==> config.mk <==
export PLATFORM = sky130hd
export DESIGN_NAME = pwm_sampler
export DESIGN_NICKNAME = d
export VERILOG_FILES = /design/src/rtl/pws_pkg.sv /design/src/rtl/pws_frame_timer.sv /design/src/rtl/pws_width_counter.sv /design/src/rtl/pwm_sampler.sv
export SDC_FILE = /design/constraint.sdc
export NUM_CORES = 1
export LEC_CHECK = 0
export CORE_ASPECT_RATIO = 0.5
export CORE_MARGIN = 2
export CORE_UTILIZATION = 45
export CTS_CLUSTER_SIZE = 25
export DETAILED_ROUTE_END_ITERATION = 7
export PLACE_DENSITY_LB_ADDON = 0.15
export SLEW_MARGIN = 0
export SYNTH_ARGS = -nofsm -noshare
export SYNTH_HDL_FRONTEND = slang
export SYNTH_SLANG_ARGS = --single-unit
==> constraint.sdc <==
create_clock -name clk -period 4.22 [get_ports clk]
set_input_delay 0.844 -clock clk [delete_from_list [all_inputs] [get_ports clk]]
set_output_delay 0.844 -clock clk [all_outputs]
set_load 0.02 [all_outputs]
==> src/rtl/pws_pkg.sv <==
package pws_pkg;

   // Saturating increment: adds one when hit is set, stops at all-ones.
   function automatic logic [31:0] sat_step(input logic [31:0] cur,
                                            input logic        hit,
                                            input logic [31:0] top);
      if (hit && (cur != top))
         return cur + 32'd1;
      return cur;
   endfunction

   // Sync output variants
   localparam int SYNC_SQUARE = 0;
   localparam int SYNC_PULSE  = 1;

endpackage

==> src/rtl/pws_frame_timer.sv <==
module pws_frame_timer #(
   parameter int RES_BITS  = 12,
   parameter int SYNC_MODE = 0
) (
   input  logic clk,
   input  logic rst,
   output logic frame_end,
   output logic frame_valid,
   output logic tri_sync
);
   localparam logic [RES_BITS-1:0] LAST = {RES_BITS{1'b1}};

   logic [RES_BITS-1:0] pos_q;
   logic                vld_q;

   assign frame_end = (pos_q == LAST);

   always_ff @(posedge clk) begin
      if (rst) begin
         pos_q <= '0;
         vld_q <= 1'b0;
      end else begin
         pos_q <= pos_q + 1'b1;
         vld_q <= frame_end;
      end
   end

   assign frame_valid = vld_q;

   generate
      if (SYNC_MODE == pws_pkg::SYNC_PULSE) begin : g_pulse
         logic pls_q;
         always_ff @(posedge clk) begin
            if (rst) pls_q <= 1'b0;
            else     pls_q <= frame_end;
         end
         assign tri_sync = pls_q;
      end else begin : g_square
         assign tri_sync = ~pos_q[RES_BITS-1];
      end
   endgenerate

   AST_FRAME_STEP: assert property (@(posedge clk) disable iff (rst)
      (pos_q != LAST) |=> (pos_q == $past(pos_q) + 1'b1));

   AST_FRAME_WRAP: assert property (@(posedge clk) disable iff (rst)
      frame_end |=> (pos_q == '0));

   AST_VALID_AT_START: assert property (@(posedge clk) disable iff (rst)
      vld_q |-> (pos_q == '0));

endmodule

==> src/rtl/pws_width_counter.sv <==
module pws_width_counter #(
   parameter int RES_BITS    = 12,
   parameter int SYNC_STAGES = 0
) (
   input  logic                clk,
   input  logic                rst,
   input  logic                pwm_in,
   input  logic                frame_end,
   output logic [RES_BITS-1:0] sample
);
   localparam logic [RES_BITS-1:0] TOP = {RES_BITS{1'b1}};

   logic                pwm_s;
   logic [RES_BITS-1:0] cnt_q;
   logic [RES_BITS-1:0] cnt_nx;
   logic [RES_BITS-1:0] smp_q;

   generate
      if (SYNC_STAGES > 0) begin : g_sync
         logic [SYNC_STAGES-1:0] chain_q;
         always_ff @(posedge clk) begin
            if (rst) chain_q <= '0;
            else     chain_q <= {chain_q[SYNC_STAGES-2+1-1:0], pwm_in} >> 0;
         end
         assign pwm_s = chain_q[SYNC_STAGES-1];
      end else begin : g_raw
         assign pwm_s = pwm_in;
      end
   endgenerate

   always_comb begin
      cnt_nx = RES_BITS'(pws_pkg::sat_step(32'(cnt_q), pwm_s, 32'(TOP)));
   end

   always_ff @(posedge clk) begin
      if (rst) begin
         cnt_q <= '0;
         smp_q <= '0;
      end else if (frame_end) begin
         smp_q <= cnt_nx;
         cnt_q <= '0;
      end else begin
         cnt_q <= cnt_nx;
      end
   end

   assign sample = smp_q;

   AST_NO_OVERFLOW: assert property (@(posedge clk) disable iff (rst)
      !frame_end |=> (cnt_q >= $past(cnt_q)));

   AST_CLEAR_AT_END: assert property (@(posedge clk) disable iff (rst)
      frame_end |=> (cnt_q == '0));

   AST_SAMPLE_HOLD: assert property (@(posedge clk) disable iff (rst)
      !frame_end |=> $stable(smp_q));

endmodule

==> src/rtl/pwm_sampler.sv <==
module pwm_sampler #(
   parameter int RES_BITS    = 12,
   parameter int SYNC_MODE   = 0,
   parameter int SYNC_STAGES = 0
) (
   input  logic                clk,
   input  logic                rst,
   input  logic                pwm_v,
   input  logic                pwm_i,
   output logic                tri_sync,
   output logic [RES_BITS-1:0] samp_v,
   output logic [RES_BITS-1:0] samp_i,
   output logic                samp_valid
);
   localparam int N_CH = 2;

   generate
      if (RES_BITS < 2 || RES_BITS > 24) begin : g_bad_res
         $error("pwm_sampler: RES_BITS out of range");
      end
      if (SYNC_MODE != pws_pkg::SYNC_SQUARE && SYNC_MODE != pws_pkg::SYNC_PULSE) begin : g_bad_mode
         $error("pwm_sampler: unknown SYNC_MODE");
      end
      if (SYNC_STAGES < 0 || SYNC_STAGES > 4) begin : g_bad_sync
         $error("pwm_sampler: SYNC_STAGES out of range");
      end
   endgenerate

   logic                frame_end;
   logic [N_CH-1:0]     pwm_bus;
   logic [RES_BITS-1:0] smp [N_CH];

   assign pwm_bus = {pwm_i, pwm_v};

   pws_frame_timer #(
      .RES_BITS (RES_BITS),
      .SYNC_MODE(SYNC_MODE)
   ) u_timer (
      .clk        (clk),
      .rst        (rst),
      .frame_end  (frame_end),
      .frame_valid(samp_valid),
      .tri_sync   (tri_sync)
   );

   generate
      for (genvar c = 0; c < N_CH; c++) begin : g_ch
         pws_width_counter #(
            .RES_BITS   (RES_BITS),
            .SYNC_STAGES(SYNC_STAGES)
         ) u_cnt (
            .clk      (clk),
            .rst      (rst),
            .pwm_in   (pwm_bus[c]),
            .frame_end(frame_end),
            .sample   (smp[c])
         );
      end
   endgenerate

   assign samp_v = smp[0];
   assign samp_i = smp[1];

   AST_VALID_ONE_CYCLE: assert property (@(posedge clk) disable iff (rst)
      samp_valid |=> !samp_valid);

   AST_QUIET_BETWEEN: assert property (@(posedge clk) disable iff (rst)
      !frame_end |=> ($stable(samp_v) && $stable(samp_i)));

endmodule

==> results of run 1 <==
[logic make-up (layout without fill, tap and decap cells)]
family          Yosys count  in the layout
simple gates            125            125
flops                    61             61
compound gates           57             57
xor+xnor                 18             18
buf+inv                  14             51
mux                       6              6
fa+ha+maj                 3              3
[worst reg2reg max path, delay by kind of cell, from the launching register on]
| kind | cells | cell delay, ns |
|---|---|---|
| fa+ha+maj | 1 | 0.27 |
| compound gates | 1 | 0.43 |
| flops | 1 | 0.36 |
| simple gates | 3 | 1.02 |
[how the worst max path moves through the flow]
| stage | to | slack, ns |
|---|---|---|
| 2_1_floorplan | g_ch[1].u_cnt.sample[7] | 2.41 |
| 3_3_place_gp | g_ch[0].u_cnt.sample[2] | 1.34 |
| 3_5_place_dp | g_ch[0].u_cnt.sample[6] | 1.25 |
| 4_1_cts | g_ch[0].u_cnt.sample[7] | 1.58 |
| 5_1_grt | g_ch[0].u_cnt.sample[4] | 1.40 |
| 6_report | g_ch[0].u_cnt.sample[7] | 1.60 |
[routing by layer]
layer  global-route usage, %  vias up  routed length (um)
met5                       0        -                   0
met4                    9.82        0                 107
met3                    6.91       12                 220
met2                    28.5       31                2400
met1                    22.1     1000                2550
li1                        -     1084                   -
[power groups by stage]
stage | clock [W] | combinational [W] | sequential (W)
final | 0.000709 | 0.0000319 | 0.000590
after global routing | 0.000757 | 0.0000367 | 0.000590
after CTS | 0.000724 | 0.0000325 | 0.000590
after detailed placement | 0 | 0.0000323 | 0.000601
after global placement | 0 | 0.0000316 | 0.000601
after floorplan | 0 | 0.0000219 | 0.000600
[Yosys cell counts, drive strengths merged, types with 2 or more instances]
master	count	area share (%)
dfxtp	61	48
nand2	32	4.7
nor2	32	4.7
o21ai	29	5.7
nand3	18	3.9
xor2	12	4.1
nand4	11	3.2
and3	8	2.0
and4	7	2.4
a21oi	6	1.2
clkbuf	6	0.88
mux2i	6	2.4
xnor2	6	2.1
inv	5	0.74
o211ai	5	1.5
o31ai	5	1.7
or3	4	0.98
and2	3	0.74
buf	3	0.59
ha	3	1.5
nor3	3	0.59
o2111ai	3	1.0
a21o	2	0.59
a41o	2	0.78
nand2b	2	0.49
[state kept, by name, summed over array words and instances, names as in the netlist]
signal / cells
u_timer.pos_q: 12
g_ch.u_cnt.sample: 24
g_ch.u_cnt.cnt_q: 24
u_timer.frame_valid: 1
[final cells by class]
| class | count | share of cell area (%) |
|---|---|---|
| Timing Repair Buffer | 30 | 9.29 |
| Inverter | 5 | 0.585 |
| Clock buffer | 12 | 7.69 |
| Sequential cell | 61 | 38.1 |
| Multi-Input combinational cell | 209 | 40.0 |
| Clock inverter | 4 | 1.48 |
| Tap cell | 73 | 2.85 |
[metrics by stage]
step	std cells	total power (W)
floorplan	284	0.000622
global placement	378	0.000632
detailed placement	378	0.000634
CTS	394	0.00135
global route	394	0.00138
finish	394	0.00133
==> metrics.csv, run 1 <==
metric;value;unit
status;completed;
yosysWarnings;0;
drive_gt1_share;7.48;%
drtAntennaViolNets;0;
layout_common_cells;61 x dfxtp_1, 32 x nor2_1, 32 x nand2_1, 29 x o21ai_0, 29 x clkdlybuf4s50_1;
gp_congestion;0.847;
ys_ff_latch;61;
antennaDiodeCount;0;
worst_slew_pin_slew;0.888;ns
drt_first_pass_iters;4;
slew_violations;0;
rsz0062_at_grt;false;
yosys.area_share.simple;26.0;%
cp.buffers_inverters;1;
setup.worst_path.start;rst;
drt-vias-per-instance;5.40;
fin_util;58.6;%
antenna_found_initial;0;
min_period_over_period;62.0;%
synthAdderAreaFrac;1.47;%
r2r_end;g_ch[0].u_cnt.sample[7];
die_width;111;um
ctsHoldBuffers;0;
critPathMaxStageDelay;0.90;ns
synth-async-reset-ratio;0;%
min_period;2.62;ns
cts_buffers;9;
setup_viol;0;
drc;0;
final-hold-violation-count;0;
seq_area;1220;um^2
cts_setup_buffers;0;
grt_util_all_layers;18.2;%
grt_overflow;0;
layout_setup_ws;1.60;ns
worst_ep_required_time;4.44;ns
switchingPower;0.000265;W
muxShareOfSynthArea;2.35;%
avgRoutedWirePerCell;13.4;um
boundaryPins;30;
portBuffers;29;
dpl_cell_area;2910;um^2
skew;0.00569;ns
ys.flop_type;dfxtp_1;
clkLatencyLatePin;0.33;ns
dp_hpwl;3530;um
wirelength;5280;um
cts_max_level;3;
synth_edf_count;0;
dp_slack;1.25;ns
fillers;512;
powerDensity;415;nW/um^2
avgSynthCellArea;8.99;um^2
reg2reg_slack;2.04;ns
timing.critical_path.max_delay_family;simple AND/OR/NAND/NOR gates;
root_buffer;clkbuf_16;
ys_types;39;
multiInputGateArea;1280;um^2
crit_path_max_fanout;22;
fin_nets;323;
min_path_type;register to register;
route.vias.total;2127;
whs;0.449;ns
grt_max_degree;25;
drtIter0Drc;121;
ys_seq_area_share;47.8;%
path_clk_slew;0.05;ns
dieHeight;57.3;um
synth_cells;284;
final_common_cell;dfxtp_1;
hold_start;g_ch[1].u_cnt.sample[6];
cts_buffer_depth;2;
fin_area;3210;um^2
cp-end-kind;register;
max-slew-margin-rel;40.5;%
fmax;382;MHz
num_rows;19;
path_cells;clkdlybuf4s50_1, nand4b_1, o21ai_0;
synthToLayoutAreaGrowth;25.6;%
grt_pass1_vias;1946;
worstPathArrival;2.84;ns
dieArea;6330;um^2
synth_xor_area_share;6.17;%
cts_tree;built;
whs_path_depth;2;
maxCapViolCount;0;
sequentialPowerShare;44.3;%
startpoint_type;input port;
cts_resized;0;
criticalPathCategory;input port to register;
slowest_stage;nand4b_1;
synth_compound_area_share;14.0;%
hold-path-endpoint;g_ch[1].u_cnt.sample[6];
worstReg2RegStart;u_timer.pos_q[0];
p_int;0.00107;W
setup_tns;0;ns
reg2regPathDepth;5;
synth_fp_nets;291;
clock_power_share;53.3;%
grt_first_pass_wirelength;8940;um
ir_worst_vdd;0.280;mV
power_leakage;1.19;nW
synth_area;2550;um^2
initial_core_util;46.7;%
cp.depth;3;
switching_share;19.9;%
clock-sinks;61;
combPwrFrac;2.4;%
core;5470;um^2
synth_top_family_by_area;simple AND/OR/NAND/NOR gates;
Note: power is estimated with default switching activity, not from simulation.
==> inputs of run 2 (changes only) <==
Clock period 4.22 ns to 2.5 ns, I/O delays scaled along.
==> metrics.csv, run 2 (synthesis results as in run 1) <==
metric;value;unit;change
dpl_cell_area;2940;um^2;was 2910 um^2
crit_path_max_fanout;6;;was 22
ir_worst_vdd;0.555;mV;was 0.280 mV
criticalPathCategory;register to output port;;was input port to register
antennaDiodeCount;0;;unchanged
cts_setup_buffers;0;;unchanged
final_common_cell;dfxtp_1;;unchanged
fillers;510;;was 512
initial_core_util;46.7;%;unchanged
slew_violations;0;;unchanged
cts_buffer_depth;2;;unchanged
cts_tree;built;;unchanged
worst_ep_required_time;2.00;ns;was 4.44 ns
dieArea;6330;um^2;unchanged
maxCapViolCount;0;;unchanged
status;completed;;unchanged
powerDensity;729;nW/um^2;was 415 nW/um^2
worstPathArrival;1.41;ns;was 2.84 ns
drt-vias-per-instance;5.43;;was 5.40
setup_viol;0;;unchanged
grt_util_all_layers;18.4;%;was 18.2%
layoutNonFillerInstCount;397;;was 394
setup.worst_path.start;u_timer.pos_q[11];;was rst
dp_slack;0.361;ns;was 1.25 ns
worst_slew_pin_slew;0.553;ns;was 0.888 ns
rsz0062_at_grt;false;;unchanged
grt_max_degree;25;;unchanged
dieHeight;57.3;um;unchanged
ctsHoldBuffers;0;;unchanged
drtIter0Drc;75;;was 121
drive_gt1_share;8.64;%;was 7.48%
grt_first_pass_wirelength;9050;um;was 8940 um
wirelength;5340;um;was 5280 um
power_leakage;1.22;nW;was 1.19 nW
drtAntennaViolNets;0;;unchanged
cp-end-kind;output port;;was register
avgRoutedWirePerCell;13.4;um;about the same
grt_pass1_vias;1989;;was 1946
max-slew-margin-rel;63.2;%;was 40.5%
skew;0.00727;ns;was 0.00569 ns
drt_first_pass_iters;4;;unchanged
cts_resized;0;;unchanged
gp_congestion;0.849;;was 0.847
layout_setup_ws;0.594;ns;was 1.60 ns
clock-sinks;61;;unchanged
portBuffers;29;;unchanged
hold_start;g_ch[1].u_cnt.sample[11];;was g_ch[1].u_cnt.sample[6]
root_buffer;clkbuf_16;;unchanged
fin_area;3260;um^2;was 3210 um^2
dp_hpwl;3610;um;was 3530 um
synthToLayoutAreaGrowth;27.7;%;was 25.6%
critPathMaxStageDelay;0.54;ns;was 0.90 ns
fmax;525;MHz;
cts_buffers;9;;unchanged
slowest_stage;clkdlybuf4s50_1;;was nand4b_1
startpoint_type;register;;was input port
min_period;1.91;ns;
core;5470;um^2;unchanged
boundaryPins;30;;unchanged
route.vias.total;2155;;was 2127
min_path_type;register to register;;unchanged
worstReg2RegStart;u_timer.pos_q[0];;unchanged
clkLatencyLatePin;0.33;ns;about the same
final-hold-violation-count;0;;unchanged
min_period_over_period;76.2;%;
fin_nets;326;;was 323
num_rows;19;;unchanged
layout_common_cells;61 x dfxtp_1, 32 x nor2_1, 32 x nand2_1, 29 x o21ai_0, 29 x clkdlybuf4s50_1;;unchanged
path_clk_slew;0.05;ns;about the same
die_width;111;um;unchanged
cts_max_level;3;;unchanged
antenna_found_initial;0;;unchanged
grt_overflow;0;;unchanged
place_inst;381;;was 378
path_cells;inv_1, clkdlybuf4s50_1;;was clkdlybuf4s50_1, nand4b_1, o21ai_0
drc;0;;unchanged
setup_tns;0;ns;unchanged
[run 2: changes by cell type in the layout (fill, tap and decap cells not counted)]
cell / change
buf_4: +3
bufinv_16: +1
clkbuf_1: -1
clkbuf_8: +1
clkinvlp_4: -1
[run 2: metal layers]
layer | vias up | routed length [um] | global-route usage [%]
met4 | 0 | 104 | 9.11
met2 | 33 | 2450 | 30.5
met5 | - | 0 | 0
met1 | 1011 | 2510 | 21.5
met3 | 13 | 265 | 7.01
li1 | 1098 | - | -
[run 2: path summary, 6_finish.rpt]
check,slack (ns),depth (start not counted),to
setup / recovery,0.59,2,tri_sync
hold / removal,0.45,2,g_ch[1].u_cnt.sample[11]
setup reg to reg,0.76,5,g_ch[1].u_cnt.sample[7]
hold reg to reg,0.45,2,g_ch[1].u_cnt.sample[11]
[run 2: final cells by class]
type	count	area (um^2)	area share, %
clock inverter	4	70.1	2.15
sequential	61	1220	37.4
clock buffer	12	256	7.86
multi-input combinational	209	1280	39.4
tap	73	91.3	2.80
inverter	5	18.8	0.575
timing repair buffer	33	320	9.82
[run 2: worst max-delay path: cells and delay by family, from the launching register on]
family	cells	cell delay, ns
buffers and inverters	2	0.62
DFF	1	0.47
[run 2: metrics by stage]
| step | power [W] | hold slack [ns] | utilization [%] |
|---|---|---|---|
| floorplan | 0.00105 | 0.418 | - |
| global placement | 0.00107 | 0.433 | 53.7 |
| detailed placement | 0.00107 | 0.441 | 53.7 |
| CTS | 0.00241 | 0.452 | 59.7 |
| global route | 0.00246 | 0.475 | 59.7 |
| finish | 0.00238 | 0.447 | 59.7 |
[run 2: power breakdown]
part	switching, W	internal, W
clock	0.000404	0.000921
combinational	0.0000341	0.0000215
sequential	0.0000102	0.000985
total	0.000448	0.00193
==> inputs of run 3 (changes only) <==
Clock period 2.5 ns to 2 ns, I/O delays scaled along.
==> metrics.csv, run 3 (synthesis results as in run 1) <==
metric;value;unit;change
skew;0.00619;ns;was 0.00727 ns
fin_nets;329;;was 326
grt_pass1_vias;1931;;was 1989
num_rows;19;;unchanged
drt-vias-per-instance;5.40;;was 5.43
portBuffers;29;;unchanged
met2_wirelength;2570;um;was 2450 um
min_path_type;register to register;;unchanged
grt_first_pass_wirelength;8890;um;was 9050 um
grt_max_degree;25;;unchanged
drc;0;;unchanged
initial_core_util;46.7;%;unchanged
avgRoutedWirePerCell;13.4;um;about the same
crit_end;tri_sync;;unchanged
r2r_end;g_ch[1].u_cnt.sample[7];;unchanged
setup_tns;0;ns;unchanged
dp_hpwl;3700;um;was 3610 um
gp_congestion;0.853;;was 0.849
fillers;502;;was 510
criticalPathCategory;register to output port;;unchanged
drt_first_pass_iters;4;;unchanged
grt_util_all_layers;18.2;%;was 18.4%
reg2regPathDepth;5;;unchanged
ctsHoldBuffers;0;;unchanged
dieArea;6330;um^2;unchanged
final-hold-violation-count;0;;unchanged
setup_viol;0;;unchanged
drtAntennaViolNets;0;;unchanged
cts_buffer_depth;2;;unchanged
cts_resized;0;;unchanged
path_clk_slew;0.05;ns;about the same
cts_buffers;9;;unchanged
root_buffer;clkbuf_16;;unchanged
cts_setup_buffers;0;;unchanged
synthToLayoutAreaGrowth;29.6;%;was 27.7%
grt_overflow;0;;unchanged
ir_worst_vdd;0.650;mV;was 0.555 mV
antenna_found_initial;0;;unchanged
cts_tree;built;;unchanged
route.vias.total;2158;;was 2155
reg2reg_slack;0.29;ns;was 0.76 ns
rsz0062_at_grt;false;;unchanged
worstPathArrival;1.40;ns;was 1.41 ns
worst_slew_pin_slew;0.469;ns;was 0.553 ns
dieHeight;57.3;um;unchanged
layout_common_cells;61 x dfxtp_1, 32 x nor2_1, 32 x nand2_1, 29 x o21ai_0, 29 x clkdlybuf4s50_1;;unchanged
worstReg2RegStart;u_timer.pos_q[0];;unchanged
status;completed;;unchanged
startpoint_type;register;;unchanged
final_common_cell;dfxtp_1;;unchanged
clock-sinks;61;;unchanged
core;5470;um^2;unchanged
whs_path_depth;1;;was 2
power;0.00299;W;was 0.00238 W
maxCapViolCount;0;;unchanged
antennaDiodeCount;0;;unchanged
crit_path_max_fanout;6;;unchanged
min_period_over_period;90.2;%;
fmax;554;MHz;
setup.worst_path.start;u_timer.pos_q[11];;unchanged
min_period;1.80;ns;
top_layer_used;met4;;unchanged
max-slew-margin-rel;68.5;%;was 63.2%
wl_met3;247;um;was 265 um
drtIter0Drc;84;;was 75
slew_violations;0;;unchanged
met1_length;2470;um;was 2510 um
worst_ep_required_time;1.60;ns;was 2.00 ns
boundaryPins;30;;unchanged
die_width;111;um;unchanged
cp-end-kind;output port;;unchanged
drive_gt1_share;9.48;%;was 8.64%
powerDensity;902;nW/um^2;was 729 nW/um^2
clkLatencyLatePin;0.33;ns;about the same
power_leakage;1.25;nW;was 1.22 nW
cts_max_level;3;;unchanged
wirelength;5380;um;was 5340 um
-- run 3: cell types whose count changed in the layout (fill, tap and decap cells not counted), sizes merged --
cell,before,now
buf,4,7
-- run 3: area by class of cell --
cell class	count	area (um^2)	area share, %
clock inverter	4	70.1	2.12
inverter	5	18.8	0.567
tap	73	91.3	2.76
sequential	61	1220	36.9
clock buffer	12	256	7.75
timing repair buffer	36	368	11.1
multi-input combinational	209	1280	38.8
-- run 3: how the worst min path moves through the flow --
stage                                       start                       to  slack (ns)
after floorplan                  u_timer.pos_q[0]         u_timer.pos_q[0]        0.42
after global placement    g_ch[1].u_cnt.sample[6]  g_ch[1].u_cnt.sample[6]        0.43
after detailed placement         u_timer.pos_q[0]         u_timer.pos_q[0]        0.44
after CTS                        u_timer.pos_q[0]         u_timer.pos_q[0]        0.45
after global routing             u_timer.pos_q[0]         u_timer.pos_q[0]        0.47
final                            u_timer.pos_q[0]         u_timer.pos_q[0]        0.44
-- run 3: metrics by stage --
step	utilization, %	area (um^2)	worst slack, ns	hold slack, ns	cells
after floorplan	-	2550	0.366	0.418	284
after global placement	54.6	2980	0.0802	0.434	384
after detailed placement	54.6	2980	0.0362	0.437	384
after CTS	60.5	3310	0.184	0.447	400
after global routing	60.5	3310	0.132	0.466	400
final	60.5	3310	0.196	0.444	400
-- run 3: report_power, final --
part	internal, W	total (W)	switching [W]
Sequential	0.00123	0.00124	0.0000131
Combinational	0.0000345	0.0000785	0.0000440
Clock	0.00115	0.00166	0.000510
Total	0.00242	0.00299	0.000567
-- run 3: metal layers --
layer / global-route usage (%) / vias to the layer above
met5: 0 / -
met4: 8.75 / 0
met3: 6.59 / 12
met2: 30.9 / 42
met1: 21.0 / 994
li1: - / 1110
-- run 3: critical path, cell delays in order (launching register included) --
cell             delay (ns)
dfxtp_1                0.46
inv_1                  0.08
clkdlybuf4s50_1        0.54
